==> config.mk <==
export PLATFORM = sky130hd
export DESIGN_NAME = lsu_agen_top
export DESIGN_NICKNAME = d
export VERILOG_FILES = /design/src/rtl/lsu_agen_pkg.sv /design/src/rtl/lsu_addr_calc.sv /design/src/rtl/lsu_store_fmt.sv /design/src/rtl/lsu_load_ext.sv /design/src/rtl/lsu_agen_top.sv
export SDC_FILE = /design/constraint.sdc
export NUM_CORES = 1
export LEC_CHECK = 0
export ABC_AREA = 1
export BUFFER_PORTS_ARGS = -buffer_cell sky130_fd_sc_hd__buf_2
export CELL_PAD_IN_SITES_DETAIL_PLACEMENT = 1
export CELL_PAD_IN_SITES_GLOBAL_PLACEMENT = 1
export CORE_ASPECT_RATIO = 0.75
export CORE_MARGIN = 2
export CORE_UTILIZATION = 34
export DETAILED_ROUTE_END_ITERATION = 7
export GPL_ROUTABILITY_DRIVEN = 0
export HOLD_SLACK_MARGIN = 0.15
export PLACE_DENSITY = 0.84
export SLEW_MARGIN = 20
export SYNTH_ARGS = -nofsm -noshare
export SYNTH_HDL_FRONTEND = slang
export SYNTH_SLANG_ARGS = --single-unit
==> constraint.sdc <==
create_clock -name clk -period 1.77 [get_ports clk]
set_input_delay 0.4425 -clock clk [delete_from_list [all_inputs] [get_ports clk]]
set_output_delay 0.4425 -clock clk [all_outputs]
set_load 0.03 [all_outputs]
==> src/rtl/lsu_agen_pkg.sv <==
package lsu_agen_pkg;

    localparam int XLEN    = 32;
    localparam int IDX_W   = 4;
    localparam int PC_IDX  = 15;

    typedef enum logic [2:0] {
        SZ_WORD  = 3'd0,
        SZ_UBYTE = 3'd1,
        SZ_SBYTE = 3'd2,
        SZ_UHALF = 3'd3,
        SZ_SHALF = 3'd4
    } xfer_size_e;

    typedef enum logic [1:0] {
        ST_IDLE  = 2'd0,
        ST_REQ   = 2'd1,
        ST_EXTRA = 2'd2,
        ST_DONE  = 2'd3
    } agen_state_e;

    typedef struct packed {
        agen_state_e       st;
        logic              we;
        logic [XLEN-1:0]   addr;
        logic [XLEN-1:0]   wdata;
        logic [1:0]        msize;
        xfer_size_e        size;
        logic              wb_en;
        logic [XLEN-1:0]   wb_val;
        logic [XLEN-1:0]   ldata;
        logic              flush;
        logic              err;
    } agen_ctx_t;

endpackage

==> src/rtl/lsu_addr_calc.sv <==
module lsu_addr_calc
    import lsu_agen_pkg::*;
#(
    parameter int XW       = XLEN,
    parameter int IW       = IDX_W,
    parameter int PC_REG   = PC_IDX,
    parameter int BASE_ADJ = 8
) (
    input  logic [IW-1:0] base_idx,
    input  logic [IW-1:0] dest_idx,
    input  logic [XW-1:0] base_val,
    input  logic [XW-1:0] insn_addr,
    input  logic [XW-1:0] offset,
    input  logic          pre_index,
    input  logic          wb_req,
    output logic [XW-1:0] acc_addr,
    output logic          wb_en,
    output logic [XW-1:0] wb_val
);
    localparam logic [IW-1:0] PC_SEL = IW'(PC_REG);
    localparam logic [XW-1:0] ADJ    = XW'(BASE_ADJ);

    logic [XW-1:0] base_eff;
    logic [XW-1:0] eff_addr;

    always_comb begin
        base_eff = (base_idx == PC_SEL) ? insn_addr + ADJ : base_val;
        eff_addr = base_eff + offset;
        acc_addr = pre_index ? eff_addr : base_eff;
        wb_val   = eff_addr;
        if (!pre_index) begin
            wb_en = 1'b1;
        end else begin
            wb_en = wb_req && (dest_idx != base_idx);
        end
    end
endmodule

==> src/rtl/lsu_store_fmt.sv <==
module lsu_store_fmt
    import lsu_agen_pkg::*;
#(
    parameter int XW        = XLEN,
    parameter int IW        = IDX_W,
    parameter int PC_REG    = PC_IDX,
    parameter int STORE_ADJ = 12,
    parameter int WORD_LSB  = 2
) (
    input  xfer_size_e    size,
    input  logic          is_load,
    input  logic [XW-1:0] acc_addr,
    input  logic [IW-1:0] dest_idx,
    input  logic [XW-1:0] dest_val,
    input  logic [XW-1:0] insn_addr,
    output logic [XW-1:0] bus_addr,
    output logic [XW-1:0] wdata,
    output logic [1:0]    msize,
    output logic          bad
);
    localparam logic [IW-1:0] PC_SEL = IW'(PC_REG);
    localparam logic [XW-1:0] ADJ    = XW'(STORE_ADJ);
    localparam logic [XW-1:0] ALIGN  = ~((XW'(1) << WORD_LSB) - XW'(1));

    logic signed_code;

    always_comb begin
        signed_code = (size == SZ_SBYTE) || (size == SZ_SHALF);
        bad         = !is_load && signed_code;
        wdata       = (dest_idx == PC_SEL) ? insn_addr + ADJ : dest_val;
        unique case (size)
            SZ_UBYTE, SZ_SBYTE: msize = 2'd0;
            SZ_UHALF, SZ_SHALF: msize = 2'd1;
            default:            msize = 2'd2;
        endcase
        if (!is_load && (size == SZ_WORD)) begin
            bus_addr = acc_addr & ALIGN;
        end else begin
            bus_addr = acc_addr;
        end
    end
endmodule

==> src/rtl/lsu_load_ext.sv <==
module lsu_load_ext
    import lsu_agen_pkg::*;
#(
    parameter int XW = XLEN,
    parameter int BW = 8,
    parameter int HW = 16
) (
    input  xfer_size_e    size,
    input  logic [XW-1:0] raw,
    output logic [XW-1:0] ext
);
    always_comb begin
        unique case (size)
            SZ_UBYTE: ext = {{(XW-BW){1'b0}}, raw[BW-1:0]};
            SZ_SBYTE: ext = {{(XW-BW){raw[BW-1]}}, raw[BW-1:0]};
            SZ_UHALF: ext = {{(XW-HW){1'b0}}, raw[HW-1:0]};
            SZ_SHALF: ext = {{(XW-HW){raw[HW-1]}}, raw[HW-1:0]};
            default:  ext = raw;
        endcase
    end
endmodule

==> src/rtl/lsu_agen_top.sv <==
module lsu_agen_top
    import lsu_agen_pkg::*;
#(
    parameter int XW = XLEN,
    parameter int IW = IDX_W
) (
    input  logic          clk,
    input  logic          rst_n,
    input  logic          start,
    input  logic [IW-1:0] base_idx,
    input  logic [IW-1:0] dest_idx,
    input  logic [XW-1:0] base_val,
    input  logic [XW-1:0] dest_val,
    input  logic [XW-1:0] insn_addr,
    input  logic [XW-1:0] offset,
    input  logic          pre_index,
    input  logic          wb_req,
    input  logic          is_load,
    input  logic [2:0]    size,
    output logic          busy,
    output logic          mem_req,
    output logic          mem_we,
    output logic [XW-1:0] mem_addr,
    output logic [XW-1:0] mem_wdata,
    output logic [1:0]    mem_size,
    input  logic          mem_ack,
    input  logic [XW-1:0] mem_rdata,
    output logic          done,
    output logic [XW-1:0] load_data,
    output logic          wb_en,
    output logic [XW-1:0] wb_val,
    output logic          flush,
    output logic          err
);
    localparam logic [IW-1:0] PC_SEL = IW'(PC_IDX);

    agen_ctx_t  ctx_d, ctx_q;
    xfer_size_e size_in;

    logic [XW-1:0] acc_addr;
    logic          calc_wb_en;
    logic [XW-1:0] calc_wb_val;
    logic [XW-1:0] fmt_addr;
    logic [XW-1:0] fmt_wdata;
    logic [1:0]    fmt_msize;
    logic          fmt_bad;
    logic [XW-1:0] ext_data;

    assign size_in = xfer_size_e'(size);

    lsu_addr_calc #(.XW(XW), .IW(IW)) u_calc (
        .base_idx  (base_idx),
        .dest_idx  (dest_idx),
        .base_val  (base_val),
        .insn_addr (insn_addr),
        .offset    (offset),
        .pre_index (pre_index),
        .wb_req    (wb_req),
        .acc_addr  (acc_addr),
        .wb_en     (calc_wb_en),
        .wb_val    (calc_wb_val)
    );

    lsu_store_fmt #(.XW(XW), .IW(IW)) u_fmt (
        .size      (size_in),
        .is_load   (is_load),
        .acc_addr  (acc_addr),
        .dest_idx  (dest_idx),
        .dest_val  (dest_val),
        .insn_addr (insn_addr),
        .bus_addr  (fmt_addr),
        .wdata     (fmt_wdata),
        .msize     (fmt_msize),
        .bad       (fmt_bad)
    );

    lsu_load_ext #(.XW(XW)) u_ext (
        .size (ctx_q.size),
        .raw  (mem_rdata),
        .ext  (ext_data)
    );

    always_comb begin
        ctx_d = ctx_q;
        unique case (ctx_q.st)
            ST_IDLE: begin
                if (start) begin
                    ctx_d.we     = !is_load;
                    ctx_d.addr   = fmt_addr;
                    ctx_d.wdata  = fmt_wdata;
                    ctx_d.msize  = fmt_msize;
                    ctx_d.size   = size_in;
                    ctx_d.wb_val = calc_wb_val;
                    if (fmt_bad) begin
                        ctx_d.st    = ST_DONE;
                        ctx_d.err   = 1'b1;
                        ctx_d.wb_en = 1'b0;
                        ctx_d.flush = 1'b0;
                    end else begin
                        ctx_d.st    = ST_REQ;
                        ctx_d.err   = 1'b0;
                        ctx_d.wb_en = calc_wb_en;
                        ctx_d.flush = is_load && (dest_idx == PC_SEL);
                    end
                end
            end
            ST_REQ: begin
                if (mem_ack) begin
                    if (ctx_q.we) begin
                        ctx_d.st = ST_DONE;
                    end else begin
                        ctx_d.st    = ST_EXTRA;
                        ctx_d.ldata = ext_data;
                    end
                end
            end
            ST_EXTRA: ctx_d.st = ST_DONE;
            default:  ctx_d.st = ST_IDLE;
        endcase
    end

    always_ff @(posedge clk or negedge rst_n) begin
        if (!rst_n) begin
            ctx_q <= '{st: ST_IDLE, size: SZ_WORD, default: '0};
        end else begin
            ctx_q <= ctx_d;
        end
    end

    always_comb begin
        busy      = ctx_q.st != ST_IDLE;
        mem_req   = ctx_q.st == ST_REQ;
        mem_we    = ctx_q.we;
        mem_addr  = ctx_q.addr;
        mem_wdata = ctx_q.wdata;
        mem_size  = ctx_q.msize;
        done      = ctx_q.st == ST_DONE;
        load_data = ctx_q.ldata;
        wb_en     = done && ctx_q.wb_en;
        wb_val    = ctx_q.wb_val;
        flush     = done && ctx_q.flush;
        err       = done && ctx_q.err;
    end
endmodule

# After elaboration in Yosys (flattened, before gate mapping)
# Index checks and enable logic that the tools add are counted.
# op_classes
muxes,14
n_eq_ne,16
n_reduce_logical,17
bitwise,1
n_addsub,3
# ops
op,count
32-bit one-hot mux with 4 select lines,1
105-bit two-way mux,1
32-bit two-way mux,3
32-bit by 4-bit adder with 32-bit output (second input constant),2
32-bit adder,1
3-bit by 2-bit == test with 1-bit output (second input constant),4
4-bit == test (second input constant),2
2-bit two-way mux,4
1-bit logical AND,7
3-bit by 1-bit == test with 1-bit output (second input constant),2
3-bit == test (second input constant),2
2-bit one-hot mux with 3 select lines,1
2-bit == test (second input constant),2
4-bit != test,1
2-bit one-hot mux with 2 select lines,1
2-bit AND reduction,2
2-bit OR reduction,2
3-bit logical NOT,1
1-bit two-way mux,3
3-bit AND reduction,1
2-bit by 1-bit == test with 1-bit output (second input constant),1
2-bit logical NOT,1
2-bit by 1-bit != test with 1-bit output (second input constant),1
2-bit != test (second input constant),1
4 further kinds,4
# word_totals
in_bits,178
word_cells,62
out_inout_bits,137
register_bits,139

# Logic depth before layout (Yosys ltp)
# logic_depth
ltp_word,7
ltp_mapped,24
depth_no_buf,23

# Modules after synthesis
# Synthesis repeated with hierarchy kept, for this count alone.
# hier_totals
cells_unflattened,1883
area_unflattened_um2,12095.4
# modules_own_cells
module,n_inst,cells_each,area_per_inst_um2,seq_area_each_um2
lsu_agen_top,1,745,6376.1,3478.3
lsu_addr_calc,1,722,3718.6,0.0
lsu_store_fmt,1,341,1616.6,0.0
lsu_load_ext,1,75,384.1,0.0

# Worst setup path before layout
# No wires, ideal clock.
# synth_timing
path_type,input -> register
start,input port insn_addr[3]
end,"register ctx_q, in the netlist mem_addr[28]"
slack_ns,-1.078
t_required_ns,1.653
t_arrival_ns,2.731
path_stages,20
setup_time_ns,0.117
n_path_buf,0
cell_sequence,ha_1 inv_1 nor2_2 nand2_4 nor2_1 xor2_1 nand2_1 o21ai_0 inv_1 ha_1 a21oi_1 o21ai_0 a21oi_1 nor2_1 nor2_1 nand2_1 nand2_1 nand3_1 nand2_1 nand2_1
# synth_via
elab_chain_cells,4
# synth_rtl
element,line_no,rtl
"start, declared",lsu_agen_top.sv:14,"input logic [XW-1:0] insn_addr,"
32-bit by 4-bit adder with 32-bit output (*),lsu_addr_calc.sv:27,base_eff = (base_idx == PC_SEL) ? insn_addr + ADJ : base_val;
32-bit two-way mux (*),lsu_addr_calc.sv:27,
32-bit adder,lsu_addr_calc.sv:28,eff_addr = base_eff + offset;
32-bit two-way mux (*),lsu_addr_calc.sv:29,acc_addr = pre_index ? eff_addr : base_eff;
"end signal, assigned",lsu_agen_top.sv:126,ctx_q <= ctx_d;
"end, declared",lsu_agen_top.sv:37,"agen_ctx_t ctx_d, ctx_q;"
# Mark *: on every way between the ends. The rest lies on a longest branch, timed or not.
# A chain may end at the register's enable or synchronous reset.

# Worst setup path in the final report
# layout_timing
start,input port insn_addr[14]
end,"register ctx_q, in the netlist mem_addr[29]"
# Same word-level chain as after synthesis.

==> out/qor.csv <==
stage,metric,value,unit
status,status,"finished, violations left",
status,failing checks,setup timing,
cells_and_area,layout cell share with drive strength beyond 1,59.6,%
routing,total wire length,84200,um
sta,RSZ-0062 raised after global routing,true,
critical_path,critical-path maximum fanout,4,
critical_path,Crit path required time,2130,ps
cells_and_area,non-filler cells in the finished layout,2518,
clocking,total CTS buffers,17,
critical_path,CP peak stage delay,570,ps
synth,Ys Warns,0,
place,hpwl dp,41200,um
sta,clock skew,31.4,ps
power,Max IR drop VDD,1.27,mV
global_route,antenna violations before repair,8,
synth,most used standard cell by instance count after synthesis,nand2_1,
clocking,Clock Tree Buf Depth,2,
routing,initial DRC count,2127,
sta,Pins Over Slew Limit,0,
job,max cap viols,0,
place,I/O Buffers,314,
critical_path,slowest CP cell,nor2_1,
floorplanning,I/O pin count,315,
sta,fin worst setup slack,-1750,ps
critical_path,Critical Path AT,3880,ps
critical_path,crit start category,input port,
floorplanning,die area,33500,um^2
clocking,clock sinks,139,
clocking,CTS tree,built,
clocking,Root Driver,clkbuf_16,
clocking,Skew-Pair Late Insertion Delay,510,ps
critical_path,worst-path cell chain,clkbuf_4 -> nand2_4 -> nor2_4 -> nand2_2 -> buf_4 -> nor2_4 -> nand2_2 -> xor2_2 -> a21oi_2 -> buf_6 -> ha_4 -> nand2_4 -> nor2_1 -> nor2_2 -> nand2_2 -> nor2_4 -> nand3_2 -> nand3_2 -> nand2_1 -> nand2_1,
floorplanning,initial core utilization,34.7,%
place,Cells after DPL,2369,
sta,Slew headroom,52.0,%
synth,Async SR Flop Fraction,100,%
synth,prevailing post-synth register cell,dfrtp_1,
cells_and_area,Fillers,3674,
sta,measured slew at the worst slew-check pin,718,ps
place,dpl ws,-1700,ps
routing,DRC viols,0,
routing,Routed wire per std cell,33.4,um
global_route,vias in the first global route,15698,
synth,"Distinct cells, synth",48,
synth,Mean Syn Cell Area,7.02,um^2
synth,Post-Syn Area,10900,um^2
sta,Setup Viol. Count Final,84,
global_route,first-pass GRT wire length,99000,um
critical_path,worst path bufs/invs,3,
floorplanning,core area,31400,um^2
routing,routed vias/inst,6.42,
synth,synthesis-stage register bit count,139,
critical_path,WS Path Type,in -> reg,
routing,router iterations before antenna repair,6,
synth,"Seq/Total Area, Yosys",31.9,%
cells_and_area,Layout Nets,2315,
global_route,grt ovf,0,
floorplanning,die height,159,um
critical_path,kind of end point of the critical path,flop,
synth,"Net Count, Synth",1775,
global_route,pin count of the biggest net entering global routing,45,
clocking,Clock transition at path regs,70,ps
floorplanning,Die Span X,211,um
sta,Final Critical Period,3520,ps
synth,main area contributors after synthesis,"dfrtp_1 32%, nand2_1 14%, buf_4 9.1%",
sta,final hold vios,0,
global_route,GRT Util Overall,39.4,%
clocking,H-tree levels,4,
floorplanning,num rows,56,
routing,Post-DRT Antenna Nets,0,
routing,DR vias,16153,
power,LEAKAGE,9.18,nW
sta,Hold WS,185,ps
synth,synth cell count leaders,"418 x nand2_1, 154 x nor2_1, 139 x dfrtp_1",
sta,Max Freq,0.284,GHz
power,Pwr Density,1300,nW/um^2
synth,Synth area leader,dfrtp_1,
synth,top-area cell type share of the netlist area,31.9,%
synth,"EDFF count, synth",0,
worst_hold_path,class of the worst hold path,in -> reg,
sta,final period utilization,199,%
critical_path,family with the most delay on the worst path,simple AND/OR/NAND/NOR gates,
synth,Synth Instances,1552,
cells_and_area,area grow syn2layout,74.9,%
per-stage QoR:
step / utilization, % / area, um^2 / TNS (ps) / power (W)
2_1_floorplan: - / 11400 / -36630 / 0.0144
3_3_place_gp: 46.1 / 14500 / -84990 / 0.0165
3_5_place_dp: 46.1 / 14500 / -95800 / 0.0169
4_1_cts: 52.9 / 16600 / -42330 / 0.0218
5_1_grt: 60.7 / 19000 / -72340 / 0.0254
6_report: 60.7 / 19000 / -72430 / 0.0248
cell usage in the layout (no fill, tap or decap), drive strengths merged, types with 41 or more instances in the layout:
cell type / count
a21oi: 111
a31oi: 41
buf: 697
dfrtp: 139
ha: 44
inv: 136
nand2: 428
nand3: 75
nor2: 166
o21ai: 91
where the power goes:
| part | internal [W] | switching [W] | leakage, nW |
|---|---|---|---|
| combinational | 0.00471 | 0.00997 | 7.23 |
| sequential | 0.00475 | 0.00127 | 1.65 |
| clock | 0.00225 | 0.00186 | 0.304 |
routing by layer:
layer | up-vias | share of wire [%] | global-route usage, %
met5 | - | 0.011 | 0
met4 | 2 | 10 | 26.3
met3 | 689 | 14 | 11.6
met2 | 1735 | 41 | 61.9
met1 | 7705 | 35 | 46.8
li1 | 6022 | - | -
state kept, by name, summed over array words and instances (netlist names):
name	flops
mem_we	1
mem_wdata	32
ctx_q	8
load_data	32
mem_addr	32
mem_size	2
wb_val	32
path summary, 6_finish.rpt:
path | startpoint | end | cells past startpoint | slack, ps
min in group asynchronous | rst_n | load_data[3]$_DFFE_PN0P_ | 2 | 490
min | is_load | mem_we$_DFFE_PN0P_ | 2 | 190
max in group asynchronous | rst_n | mem_wdata[8]$_DFFE_PN0P_ | 3 | 510
max | insn_addr[14] | mem_addr[29]$_DFFE_PN0P_ | 20 | -1750
min reg2reg | wb_val[31]$_DFFE_PN0P_ | wb_val[31]$_DFFE_PN0P_ | 2 | 480
max reg2reg | ctx_q[138]$_DFFE_PN0P_ | mem_addr[16]$_DFFE_PN0P_ | 9 | -160
area by class of cell:
type	instances	area, um^2	share of cell area (%)
repair buffers	704	5170	27.2
multi-input cells	1099	8720	45.8
flip-flops and latches	139	3480	18.3
well taps	406	508	2.67
clock buffers	18	429	2.25
diodes	7	17.5	0.0920
clock inverters	14	184	0.966
inverters	131	532	2.79
logic make-up (layout without fill, tap and decap cells):
group | after synthesis | after routing | synth area share [%]
xor gates and xnor gates | 47 | 47 | 3.78
AOI/OAI and AO/OA | 289 | 289 | 15.0
adders and majority gates | 45 | 45 | 5.24
muxes | 7 | 7 | 0.724
buffers and inverters | 314 | 867 | 15.4
and+or+nand+nor | 711 | 711 | 27.8
other | 0 | 7 | 0
DFF | 139 | 139 | 31.9
what timing repair did:
| item | CTS | global route |
|---|---|---|
| endpoints found under the setup margin | 97 | 104 |
| gates cloned | 1 | 1 |
| buffers inserted | 30 | 85 |
| hold endpoints to repair | 36 | 0 |
| gates resized for setup | 312 | 441 |
| pin swaps | 108 | 214 |
| hold buffers | 1 | 0 |
Power figures use the tool's default switching activity.
